File: config.mk
export PLATFORM = sky130hd
export DESIGN_NAME = keyed_shutdown_ctrl
export DESIGN_NICKNAME = d
export VERILOG_FILES = /design/src/rtl/shdn_pkg.sv /design/src/rtl/shdn_sync2.sv /design/src/rtl/shdn_debounce.sv /design/src/rtl/shdn_wake_unit.sv /design/src/rtl/keyed_shutdown_ctrl.sv
export SDC_FILE = /design/constraint.sdc
export NUM_CORES = 1
export LEC_CHECK = 0
export CORE_MARGIN = 4
export CORE_UTILIZATION = 66
export CTS_CLUSTER_DIAMETER = 80
export DETAILED_ROUTE_END_ITERATION = 12
export PLACE_DENSITY = 0.86
export SYNTH_ARGS = -nofsm -noshare
export SYNTH_HDL_FRONTEND = slang
export SYNTH_SLANG_ARGS = --single-unit
File: constraint.sdc
create_clock -name clk -period 9.7 [get_ports clk]
set_clock_uncertainty 0.2 [all_clocks]
set_input_delay 1.455 -clock clk [delete_from_list [all_inputs] [get_ports clk]]
set_output_delay 1.455 -clock clk [all_outputs]
set_load 0.01 [all_outputs]
File: src/rtl/shdn_pkg.sv
package shdn_pkg;

  localparam int REG_W      = 32;
  localparam int DBC_CNT_W  = 16;

  localparam int OFS_CTRL   = 'h0;
  localparam int OFS_MODE   = 'h4;
  localparam int OFS_STAT   = 'h8;
  localparam int OFS_WCFG   = 'hC;

  localparam logic [7:0] CMD_KEY = 8'hA5;
  localparam int KEY_LSB      = 24;
  localparam int CMD_BIT      = 0;
  localparam int DBC_LSB      = 24;
  localparam int RTC_EN_BIT   = 17;
  localparam int RTT_EN_BIT   = 16;
  localparam int PIN_FLAG_LSB = 16;
  localparam int POL_LSB      = 16;
  localparam int RTC_FLAG_BIT = 5;
  localparam int RTT_FLAG_BIT = 4;

  typedef struct packed {
    logic [2:0] dbc_sel;
    logic       rtc_en;
    logic       rtt_en;
  } mode_t;

  // Hold length for each debounce select; the upper codes alias the longest.
  function automatic logic [DBC_CNT_W-1:0] dbc_limit(input logic [2:0] sel);
    logic [DBC_CNT_W-1:0] lim;
    case (sel)
      3'd0:    lim = DBC_CNT_W'(0);
      3'd1:    lim = DBC_CNT_W'(3);
      3'd2:    lim = DBC_CNT_W'(32);
      3'd3:    lim = DBC_CNT_W'(512);
      3'd4:    lim = DBC_CNT_W'(4096);
      default: lim = DBC_CNT_W'(32768);
    endcase
    return lim;
  endfunction

endpackage

File: src/rtl/shdn_sync2.sv
module shdn_sync2 #(
  parameter int WIDTH = 16
) (
  input  logic             clk,
  input  logic             rst_n,
  input  logic [WIDTH-1:0] async_i,
  output logic [WIDTH-1:0] sync_o
);

  logic [WIDTH-1:0] meta_q;
  logic [WIDTH-1:0] stable_q;

  always_ff @(posedge clk or negedge rst_n) begin
    if (!rst_n) begin
      meta_q   <= '0;
      stable_q <= '0;
    end else begin
      meta_q   <= async_i;
      stable_q <= meta_q;
    end
  end

  assign sync_o = stable_q;

endmodule

File: src/rtl/shdn_debounce.sv
module shdn_debounce #(
  parameter int CNT_W = 16
) (
  input  logic             clk,
  input  logic             rst_n,
  input  logic             run_i,
  input  logic             active_i,
  input  logic [CNT_W-1:0] limit_i,
  output logic             qual_o
);

  logic [CNT_W-1:0] cnt_q;

  always_ff @(posedge clk or negedge rst_n) begin
    if (!rst_n) begin
      cnt_q <= '0;
    end else if (!run_i || !active_i) begin
      cnt_q <= '0;
    end else if (cnt_q < limit_i) begin
      cnt_q <= cnt_q + 1'b1;
    end
  end

  assign qual_o = run_i && active_i && (cnt_q >= limit_i);

  AST_COUNT_RESTART: assert property (@(posedge clk) disable iff (!rst_n)
    !active_i |=> (cnt_q == '0));

  AST_IDLE_WHEN_AWAKE: assert property (@(posedge clk) disable iff (!rst_n)
    !run_i |-> !qual_o);

endmodule

File: src/rtl/shdn_wake_unit.sv
module shdn_wake_unit
  import shdn_pkg::*;
#(
  parameter int NUM_WAKE = 16
) (
  input  logic                clk,
  input  logic                rst_n,
  input  logic [NUM_WAKE-1:0] pins_i,
  input  logic [NUM_WAKE-1:0] en_i,
  input  logic [NUM_WAKE-1:0] pol_i,
  input  logic [2:0]          dbc_sel_i,
  input  logic                asleep_i,
  output logic [NUM_WAKE-1:0] qual_o
);

  logic [NUM_WAKE-1:0]  synced;
  logic [NUM_WAKE-1:0]  active;
  logic [DBC_CNT_W-1:0] limit;

  shdn_sync2 #(.WIDTH(NUM_WAKE)) u_sync (
    .clk     (clk),
    .rst_n   (rst_n),
    .async_i (pins_i),
    .sync_o  (synced)
  );

  assign active = ~(synced ^ pol_i);
  assign limit  = dbc_limit(dbc_sel_i);

  for (genvar g = 0; g < NUM_WAKE; g++) begin : g_pin
    shdn_debounce #(.CNT_W(DBC_CNT_W)) u_dbc (
      .clk      (clk),
      .rst_n    (rst_n),
      .run_i    (asleep_i && en_i[g]),
      .active_i (active[g]),
      .limit_i  (limit),
      .qual_o   (qual_o[g])
    );
  end

  AST_DISABLED_SILENT: assert property (@(posedge clk) disable iff (!rst_n)
    ((qual_o & ~en_i) == '0));

endmodule

File: src/rtl/keyed_shutdown_ctrl.sv
module keyed_shutdown_ctrl
  import shdn_pkg::*;
#(
  parameter int NUM_WAKE = 16,
  parameter int ADDR_W   = 4
) (
  input  logic                clk,
  input  logic                rst_n,
  input  logic [ADDR_W-1:0]   addr_i,
  input  logic [REG_W-1:0]    wdata_i,
  input  logic                wr_en_i,
  input  logic                rd_en_i,
  output logic [REG_W-1:0]    rdata_o,
  input  logic [NUM_WAKE-1:0] wake_pin_i,
  input  logic                rtc_alarm_i,
  input  logic                rtt_alarm_i,
  output logic                shdn_o
);

  logic                shdn_q;
  mode_t               mode_q;
  logic [NUM_WAKE-1:0] wen_q;
  logic [NUM_WAKE-1:0] wpol_q;
  logic [NUM_WAKE-1:0] flag_pin_q;
  logic                flag_rtc_q;
  logic                flag_rtt_q;

  logic                hit_ctrl, hit_mode, hit_stat, hit_wcfg;
  logic                cmd_ok;
  logic [NUM_WAKE-1:0] pin_qual;
  logic                rtc_hit, rtt_hit, wake_any, stat_clear;

  assign hit_ctrl = (addr_i == ADDR_W'(OFS_CTRL));
  assign hit_mode = (addr_i == ADDR_W'(OFS_MODE));
  assign hit_stat = (addr_i == ADDR_W'(OFS_STAT));
  assign hit_wcfg = (addr_i == ADDR_W'(OFS_WCFG));

  assign cmd_ok = wr_en_i && hit_ctrl && wdata_i[CMD_BIT] &&
                  (wdata_i[KEY_LSB +: 8] == CMD_KEY);

  shdn_wake_unit #(.NUM_WAKE(NUM_WAKE)) u_wake (
    .clk       (clk),
    .rst_n     (rst_n),
    .pins_i    (wake_pin_i),
    .en_i      (wen_q),
    .pol_i     (wpol_q),
    .dbc_sel_i (mode_q.dbc_sel),
    .asleep_i  (shdn_q),
    .qual_o    (pin_qual)
  );

  assign rtc_hit    = shdn_q && mode_q.rtc_en && rtc_alarm_i;
  assign rtt_hit    = shdn_q && mode_q.rtt_en && rtt_alarm_i;
  assign wake_any   = (|pin_qual) || rtc_hit || rtt_hit;
  assign stat_clear = rd_en_i && hit_stat;

  always_ff @(posedge clk or negedge rst_n) begin
    if (!rst_n) begin
      shdn_q <= 1'b0;
    end else if (wake_any) begin
      shdn_q <= 1'b0;
    end else if (cmd_ok) begin
      shdn_q <= 1'b1;
    end
  end

  always_ff @(posedge clk or negedge rst_n) begin
    if (!rst_n) begin
      mode_q <= '0;
      wen_q  <= '0;
      wpol_q <= '0;
    end else if (wr_en_i) begin
      if (hit_mode) begin
        mode_q.dbc_sel <= wdata_i[DBC_LSB +: 3];
        mode_q.rtc_en  <= wdata_i[RTC_EN_BIT];
        mode_q.rtt_en  <= wdata_i[RTT_EN_BIT];
      end
      if (hit_wcfg) begin
        wen_q  <= wdata_i[NUM_WAKE-1:0];
        wpol_q <= wdata_i[POL_LSB +: NUM_WAKE];
      end
    end
  end

  // New causes win over a clearing read in the same cycle.
  always_ff @(posedge clk or negedge rst_n) begin
    if (!rst_n) begin
      flag_pin_q <= '0;
      flag_rtc_q <= 1'b0;
      flag_rtt_q <= 1'b0;
    end else if (stat_clear) begin
      flag_pin_q <= pin_qual;
      flag_rtc_q <= rtc_hit;
      flag_rtt_q <= rtt_hit;
    end else begin
      flag_pin_q <= flag_pin_q | pin_qual;
      flag_rtc_q <= flag_rtc_q | rtc_hit;
      flag_rtt_q <= flag_rtt_q | rtt_hit;
    end
  end

  always_comb begin
    rdata_o = '0;
    if (hit_mode) begin
      rdata_o[DBC_LSB +: 3]  = mode_q.dbc_sel;
      rdata_o[RTC_EN_BIT]    = mode_q.rtc_en;
      rdata_o[RTT_EN_BIT]    = mode_q.rtt_en;
    end else if (hit_stat) begin
      rdata_o[PIN_FLAG_LSB +: NUM_WAKE] = flag_pin_q;
      rdata_o[RTC_FLAG_BIT]             = flag_rtc_q;
      rdata_o[RTT_FLAG_BIT]             = flag_rtt_q;
    end else if (hit_wcfg) begin
      rdata_o[NUM_WAKE-1:0]         = wen_q;
      rdata_o[POL_LSB +: NUM_WAKE]  = wpol_q;
    end
  end

  assign shdn_o = shdn_q;

  AST_KEYED_ENTRY: assert property (@(posedge clk) disable iff (!rst_n)
    $rose(shdn_q) |-> $past(wr_en_i && hit_ctrl && wdata_i[CMD_BIT] &&
                            (wdata_i[KEY_LSB +: 8] == CMD_KEY)));

  AST_WAKE_LEAVES_CAUSE: assert property (@(posedge clk) disable iff (!rst_n)
    $fell(shdn_q) |-> ((|flag_pin_q) || flag_rtc_q || flag_rtt_q));

  AST_FLAGS_ONLY_ASLEEP: assert property (@(posedge clk) disable iff (!rst_n)
    ((|(flag_pin_q & ~$past(flag_pin_q))) || (flag_rtc_q && !$past(flag_rtc_q)) ||
     (flag_rtt_q && !$past(flag_rtt_q))) |-> $past(shdn_q));

  AST_READ_CLEARS: assert property (@(posedge clk) disable iff (!rst_n)
    (stat_clear && !shdn_q) |=> (!(|flag_pin_q) && !flag_rtc_q && !flag_rtt_q));

endmodule

==> results.ini <==
[setup_path]
cp.required_ps=8050
worstRegToRegCells=9
cp_slowest_cell=inv_1
cp-start-kind=primary input
crit_top_cell=clkdlybuf4s50_1
crit_chain=clkdlybuf4s50_1 > buf_4 > inv_1 > and2_1 > nand2_1 > o21ai_0 > clkdlybuf4s50_1
cpPeakStageDelay_ps=760
critPathMaxFanout=21
end_kind=output pin
arrival_ps=4050
worst-setup-path-type=primary input to output pin

[sta]
fin_crit_ps=5710
setup_viol=0
maxSlewHeadroom_pct=16.8
worst_slew_pin_slew_ps=1240
max_freq_mhz=175
min_period_over_period_pct=58.8
hold_viol=0
rsz0062_at_grt=false
tns_ps=0
drv_slew=0
fin_ws_ps=3990
hold_slack_ps=148

[cells_and_area]
mostFrequentLayoutCells=344 x dfrtp_1, 265 x nor2_1, 125 x xor2_1
nNetsFinal=2154
instances_no_fill=2389
final_core_util_pct=76.1
diodes=0
drive_gt1_share_pct=6.51
final_common_cell=dfrtp_1
synthToLayoutAreaGrowth_pct=14.0
design_area_um2=21100

[grt]
grt_overflow_total=0
grt_start_max_net_pins=186
grt_pass1_vias=14800
grt_util_all_layers_pct=29.5
antenna_found_initial=0
grt_pass1_wl_mm=74.3

[status]
status=complete, no violations

[place]
post-place-ws_ps=4050
place_area_um2=19900
port_buffers=90
dp_cells=2323
place_congestion=0.901
hpwl_mm=29.8

[synth]
synth_nets=2065
synthArstFlopShare_pct=100
ys_top_cells_by_area=dfrtp_1 46%, ha_1 7.6%, xor2_1 5.9%
synth_edf_count=0
netlist_instances=1895
synth_cell_types=55
synth_area_leader_cell=dfrtp_1
netlist_area_um2=18500
ys.flop_type=dfrtp_1
ys_ff_latch=344
yosysTopAreaCellShare_pct=46.4
yosysWarnings=0
ys_seq_area_share_pct=46.4
synth.avg_cell_area_um2=9.79

[die]
die_y_um=176
ios=91
die-area_um2=30800
start_util_pct=66.8
core_um2=27800
rows=61
die_width_um=176

[flow_run]
max_cap_violations=0

[clock_network]
post_cts_buffers=0
clk_pin_slew_ps=60
ctsHoldBuffers=0
cts_made_buffers=37
cts.sinks=344
root_buffer=clkbuf_16
cts_tree=built
h-tree-depth=2
clock_latency_ps=530
cts_buffer_depth=3
cts_resized=0

[power]
power_mw=3.57
power_frac_seq_pct=43.0
power-per-cell-area_nw_per_um2=169
switchingPower_mw=0.954
sw_frac_of_total_pct=26.8
p_leak_nw=9.11
ir_drop_v=0.000129
power.internal_mw=2.61
clkPwrFrac_pct=41.4
share_comb_of_total_power_pct=15.7

[route]
ant_nets=0
drtIter0Drc=1450
wirelength_mm=45.4
drc=0
dr.pass1.iters=5
routed_via_density=6.24
vias=14900
wl_per_cell_um=19.0

[worst_hold_path]
min_path_cells=0
hp-class=flip-flop to flip-flop

state kept, by name (all words and copies together), names as in the netlist, 5 cells and up:
register and flops:
wen_q 16, u_wake.u_sync.sync_o 16, u_wake.u_sync.meta_q 16, u_wake.g_pin.u_dbc.cnt_q 256, wpol_q 16, flag_pin_q 16
mode_q 5
critical path: cells and delay by family:
family	cells	cell delay (ps)
AO/OA/AOI/OAI	1	150
buffers and inverters	4	2010
AND/OR/NAND/NOR	2	420
power groups by stage:
stage          Clock [mW]  Combinational [mW]  Sequential, mW
2_1_floorplan           0               0.373            1.53
3_3_place_gp            0               0.524            1.55
3_5_place_dp            0               0.546            1.56
4_1_cts              1.49               0.554            1.53
5_1_grt              1.55               0.616            1.54
6_report             1.48               0.558            1.53
cells in the mapped netlist (50+ instances only):
cell type / count
nor3_1: 61
inv_1: 55
xnor2_1: 92
nand4_1: 55
xor2_1: 125
nand2_1: 120
dfrtp_1: 344
nand3_1: 106
o21ai_0: 70
or3_1: 50
a21oi_1: 66
ha_1: 112
clkbuf_1: 52
nor2_1: 265
and3_1: 52
area by class of cell:
class,instances,area [um2]
fillers,1862,6650
clock buffers,51,1090
flip-flops and latches,344,8610
well taps,378,473
inverters,55,206
repair buffers,103,1020
multi-input cells,1443,9550
clock inverters,15,188
layer usage:
metal  up-vias  part of all wire, %  GRT usage (%)
met3       134                  6.8           4.61
li1       6937                    -              -
met2       572                   47           48.2
met4         0                  3.8           10.7
met1      7273                   42           40.4
met5         -                    0              0
cell families after synthesis:
logic type,synth area share [%]
fa+ha+maj,7.56
mux,2.79
buf+inv,2.19
flops,46.4
simple gates,23.3
compound gates,7.52
xor+xnor,10.2
final timing paths:
path                       slack (ps)                               end                    start
setup reg to reg                 4750    u_wake.g_pin[5].u_dbc.cnt_q[5]                mode_q[3]
hold reg to reg                   150           u_wake.u_sync.sync_o[9]  u_wake.u_sync.meta_q[9]
setup / recovery                 3990                       rdata_o[25]                addr_i[3]
hold / removal                    150           u_wake.u_sync.sync_o[9]  u_wake.u_sync.meta_q[9]
max in group asynchronous        7080   u_wake.g_pin[15].u_dbc.cnt_q[8]                    rst_n
min in group asynchronous         760  u_wake.g_pin[13].u_dbc.cnt_q[10]                    rst_n
Note: power is estimated with default switching activity, not from simulation.
